`config.mk`:
```
export PLATFORM = sky130hd
export DESIGN_NAME = fwd_select_unit
export DESIGN_NICKNAME = d
export VERILOG_FILES = /design/src/rtl/fwd_pkg.sv /design/src/rtl/fwd_match.sv /design/src/rtl/fwd_prio.sv /design/src/rtl/st_bypass.sv /design/src/rtl/fwd_select_unit.sv
export SDC_FILE = /design/constraint.sdc
export NUM_CORES = 1
export LEC_CHECK = 0
export ABC_AREA = 1
export BUFFER_PORTS_ARGS = -buffer_cell sky130_fd_sc_hd__clkbuf_2
export CAP_MARGIN = 20
export CORE_AREA = 2 2 39 41
export DETAILED_ROUTE_END_ITERATION = 10
export DIE_AREA = 0 0 41 43
export PLACE_DENSITY = 0.72
export SYNTH_ARGS = -nofsm -noshare
export SYNTH_HDL_FRONTEND = slang
export SYNTH_SLANG_ARGS = --single-unit
```
`constraint.sdc`:
```
create_clock -name vclk -period 1.5
set_input_delay 0.225 -clock vclk [all_inputs]
set_output_delay 0.225 -clock vclk [all_outputs]
set_load 0.05 [all_outputs]
```
`src/rtl/fwd_pkg.sv`:
```
package fwd_pkg;
  typedef enum logic [1:0] {
    FWD_RF  = 2'b00,
    FWD_MWB = 2'b01,
    FWD_EXM = 2'b10
  } fwd_sel_e;

  localparam int NUM_OPS = 2;
endpackage

```
`src/rtl/fwd_match.sv`:
```
module fwd_match #(
  parameter int REG_AW = 5
) (
  input  logic [REG_AW-1:0] src,
  input  logic [REG_AW-1:0] dst,
  input  logic              valid,
  input  logic              wen,
  output logic              hit
);
  localparam logic [REG_AW-1:0] ZERO_REG = '0;

  logic qualified;

  always_comb begin
    qualified = valid && wen && (dst != ZERO_REG);
    hit       = qualified && (dst == src);
  end
endmodule

```
`src/rtl/fwd_prio.sv`:
```
module fwd_prio
  import fwd_pkg::*;
(
  input  logic     near_hit,
  input  logic     far_hit,
  output fwd_sel_e sel
);
  always_comb begin
    if (near_hit)     sel = FWD_EXM;
    else if (far_hit) sel = FWD_MWB;
    else              sel = FWD_RF;
  end

  always_comb begin
    if (near_hit)
      a_r3_near_wins: assert (sel == FWD_EXM)
        else $error("near writer lost priority");
  end
endmodule

```
`src/rtl/st_bypass.sv`:
```
module st_bypass #(
  parameter int REG_AW = 5
) (
  input  logic              store_here,
  input  logic              wb_is_load,
  input  logic              wb_hit,
  output logic              take_load
);
  always_comb begin
    take_load = store_here && wb_is_load && wb_hit;
  end
endmodule

```
`src/rtl/fwd_select_unit.sv`:
```
module fwd_select_unit
  import fwd_pkg::*;
#(
  parameter int REG_AW = 5
) (
  input  logic [REG_AW-1:0] ex_src_a,
  input  logic [REG_AW-1:0] ex_src_b,
  input  logic              exm_valid,
  input  logic              exm_wen,
  input  logic [REG_AW-1:0] exm_dst,
  input  logic              mwb_valid,
  input  logic              mwb_wen,
  input  logic [REG_AW-1:0] mwb_dst,
  input  logic              mwb_is_load,
  input  logic              mem_is_store,
  input  logic [REG_AW-1:0] mem_st_reg,
  output logic [1:0]        alu_a_sel,
  output logic [1:0]        alu_b_sel,
  output logic              st_data_sel
);
  localparam logic [REG_AW-1:0] ZERO_REG = '0;

  logic [REG_AW-1:0] src_idx  [NUM_OPS];
  logic              exm_hit  [NUM_OPS];
  logic              mwb_hit  [NUM_OPS];
  fwd_sel_e          op_sel   [NUM_OPS];
  logic              st_wb_hit;

  assign src_idx[0] = ex_src_a;
  assign src_idx[1] = ex_src_b;

  for (genvar g = 0; g < NUM_OPS; g++) begin : g_op
    fwd_match #(.REG_AW(REG_AW)) u_exm (
      .src(src_idx[g]), .dst(exm_dst), .valid(exm_valid), .wen(exm_wen),
      .hit(exm_hit[g])
    );
    fwd_match #(.REG_AW(REG_AW)) u_mwb (
      .src(src_idx[g]), .dst(mwb_dst), .valid(mwb_valid), .wen(mwb_wen),
      .hit(mwb_hit[g])
    );
    fwd_prio u_prio (
      .near_hit(exm_hit[g]), .far_hit(mwb_hit[g]), .sel(op_sel[g])
    );
  end

  fwd_match #(.REG_AW(REG_AW)) u_st_match (
    .src(mem_st_reg), .dst(mwb_dst), .valid(mwb_valid), .wen(mwb_wen),
    .hit(st_wb_hit)
  );

  st_bypass #(.REG_AW(REG_AW)) u_st (
    .store_here(mem_is_store), .wb_is_load(mwb_is_load), .wb_hit(st_wb_hit),
    .take_load(st_data_sel)
  );

  assign alu_a_sel = op_sel[0];
  assign alu_b_sel = op_sel[1];

  always_comb begin
    a_r6_legal_code: assert (alu_a_sel != 2'b11 && alu_b_sel != 2'b11)
      else $error("illegal select code");
    if (alu_a_sel == 2'b10)
      a_r5_exm_qualified: assert (exm_valid && exm_wen && exm_dst == ex_src_a)
        else $error("forward from unqualified exec/mem writer");
    if (alu_b_sel == 2'b01)
      a_r5_mwb_qualified: assert (mwb_valid && mwb_wen && mwb_dst == ex_src_b)
        else $error("forward from unqualified mem/wb writer");
    if (alu_a_sel != 2'b00 || alu_b_sel != 2'b00)
      a_r4_no_zero_fwd: assert (!(alu_a_sel != 2'b00 && ex_src_a == ZERO_REG) &&
                                !(alu_b_sel != 2'b00 && ex_src_b == ZERO_REG))
        else $error("register 0 forwarded");
    if (st_data_sel)
      a_r9_store_needs_load: assert (mwb_is_load && mem_is_store && mwb_dst != ZERO_REG)
        else $error("store bypass without load");
  end
endmodule

```
==> summary.txt <==
Timing
  – Max-slew violations: 0
  – Final count of hold timing violations: 0
  – Total of endpoints with negative setup slack in the final report: 0
  – Actual transition at the worst max-transition pin: approximately 0.28 ns
  – Period Utilization, post-route: about nine tenths
  – Worst slew slack as a fraction of its limit: 81.7%
  – Summed negative setup slack over all endpoints: 0 ns
  – Peak clock frequency supported by timing: 747 MHz
  – Unrepaired setup endpoints after global routing: no
  – Fin crit period: 1.34 ns
  – Worst slack on hold paths: 0.924 ns

Place
  – Placed Area: about 650 µm²
  – Detailed placement HPWL: approximately 1100 µm
  – Number of buffers inserted by port buffering: 36
  – Final Wtd Congestion: 0.828

Route
  – Avg WL per Cell: 7.70 µm
  – Post-DR vias/cell: ~4.3
  – Routed Antenna Nets: 0
  – Number of vias in the routed layout: ~650
  – Wire length after detailed routing: around 1200 µm
  – Number of DRC markers after the initial detailed-route iteration: 3
  – Drt pass-1 iters: 4
  – Number of remaining DRC errors: 0

GRT
  – Met3 GRT Util: 0%
  – First-pass GRT wire length: between 1500 and 2000 µm
  – Remaining Overflow, GRT: 0
  – Pin count of the biggest net entering global routing: 5
  – Number of global-route vias before repair: around 500
  – Global-route usage over all layers: between 10% and 20%
  – Grt met2 use: roughly 25%
  – Busiest metal layer after global routing: met2
  – Met1 global-route usage: between 10% and 20%
  – Antenna violations before repair: 0

Setup path
  – Data arrival, critical path: roughly 1.1 ns
  – Crit path required time: about 1.3 ns
  – Biggest fanout along the worst timing path: 4
  – Endpoint type of the worst setup path: primary output
  – Nature of the critical path startpoint: input port
  – Critical setup path kind: input port to primary output

Synthesis
  – Post-Synthesis Net Count: 133
  – Cells after synthesis: around 100
  – Top post-synthesis cells by area: nand2_1 (32%), nor2_1 (12%), inv_1 (11%), xnor2_1 (9.4%), nand3_1 (7.5%)
  – Top cell type's share of synthesized area: between 30 and 40%
  – Library cell occupying the most area in the post-synthesis netlist: nand2_1
  – Synth warn: 0
  – Mean instance size in the synthesized netlist: ~4.6 µm²
  – Sequential-to-total area share from yosys stat: 0%
  – Number of distinct library cell variants in the gate-level netlist after synthesis: 14
  – Summed instance area of the synthesized netlist: 467 µm²

Floorplan
  – Core Rows: 14
  – Horizontal extent of the die: 41 µm
  – Height of the die: 43 µm
  – I/O pin total: 36
  – Starting density of the core: between 30% and 40%
  – Core footprint: ~1400 µm²
  – Die outline area: about 1800 µm²

Finish
  – Fraction of final layout cells with drive strength greater than 1: 33.1%
  – Finished Core Util: between 40 and 50%
  – FF+latch count: 0
  – Count of inserted antenna diode cells: 0
  – Final Instance Area: 652 µm²
  – Layout overhead on the synthesized area: 39.7%
  – Storage cell area: 0 µm²
  – Final-layout clock buffer total: 0
  – Fin nets: 169

Pwr
  – Worst vdd ir: 0.0959 mV
  – Pwr Total: 0.000159 W
  – Pwr dens: between 200 and 250 nW/µm²
  – Leak Pwr: between 0.4 and 0.5 nW

Job
  – Max-cap viol count: 0

Min path
  – Worst hold path class: input port to primary output

Status
  – Status: finished clean

Clock network
  – Buffer count from post-CTS setup fixing: 0
  – Hold-fix buffers, CTS: 0
  – Post-cts sizing count: 0
==> worst paths after layout <==
path  depth (start not counted)  slack (ns)       start      endpoint
max                           8        0.16  mwb_dst[0]  alu_b_sel[0]
min                           4        0.92   exm_valid  alu_b_sel[1]
==> cell usage in the layout, fill, tap and decap left out, drive strengths merged <==
cell / Yosys / final
a21oi: 1 / 1
clkbuf: 0 / 36
inv: 19 / 19
nand2: 41 / 41
nand3: 7 / 7
nand4: 2 / 2
nor2: 18 / 18
o21ai: 1 / 1
o22ai: 2 / 2
xnor2: 5 / 5
xor2: 4 / 4
==> Yosys cell counts (all sizes together) <==
| cell type | count |
|---|---|
| nand2 | 41 |
| xor2 | 4 |
| o22ai | 2 |
| xnor2 | 5 |
| buf | 2 |
| nor2 | 18 |
| nand4 | 2 |
| o21ai | 1 |
| inv | 19 |
| nand3 | 7 |
| a21oi | 1 |
==> power breakdown <==
group / switching [W] / internal (W) / total (W)
registers: 0 / 0 / 0
clock network: 0 / 0 / 0
logic: 0.0000869 / 0.0000718 / 0.000159
total: 0.0000869 / 0.0000718 / 0.000159
==> logic make-up (layout without fill, tap and decap cells) <==
| group | Yosys count | after routing | share of synthesized area [%] |
|---|---|---|---|
| AO/OA/AOI/OAI | 4 | 4 | 4.82 |
| XOR/XNOR | 9 | 9 | 16.9 |
| buffers and inverters | 21 | 55 | 18.5 |
| AND/OR/NAND/NOR | 68 | 68 | 59.8 |
==> worst max-delay path: stages <==
cell      delay [ns]
clkbuf_2        0.12
inv_1           0.08
nand2_1         0.06
nand4_1         0.11
nor2_2          0.09
nand2_1         0.06
nor2_1          0.09
clkbuf_2        0.27
==> metal layers <==
layer	vias up	routed length [µm]	share of wire (%)
li1	372	-	-
met1	257	529	45
met2	18	578	49
met3	0	64	5.5
met4	0	0	0
met5	-	0	0
==> through the flow <==
step | setup WS (ns) | cells
finish | 0.162 | 152
global route | 0.0558 | 152
CTS | 0.149 | 152
detailed placement | 0.152 | 152
global placement | 0.165 | 152
floorplan | 0.0641 | 102
==> layout make-up <==
cell class,instances,area [µm²]
fill,165,732
inverter,19,71.3
timing repair buffer,36,180
tap,16,20.0
multi-input combinational,81,380
(Power assumes the default switching activity.)
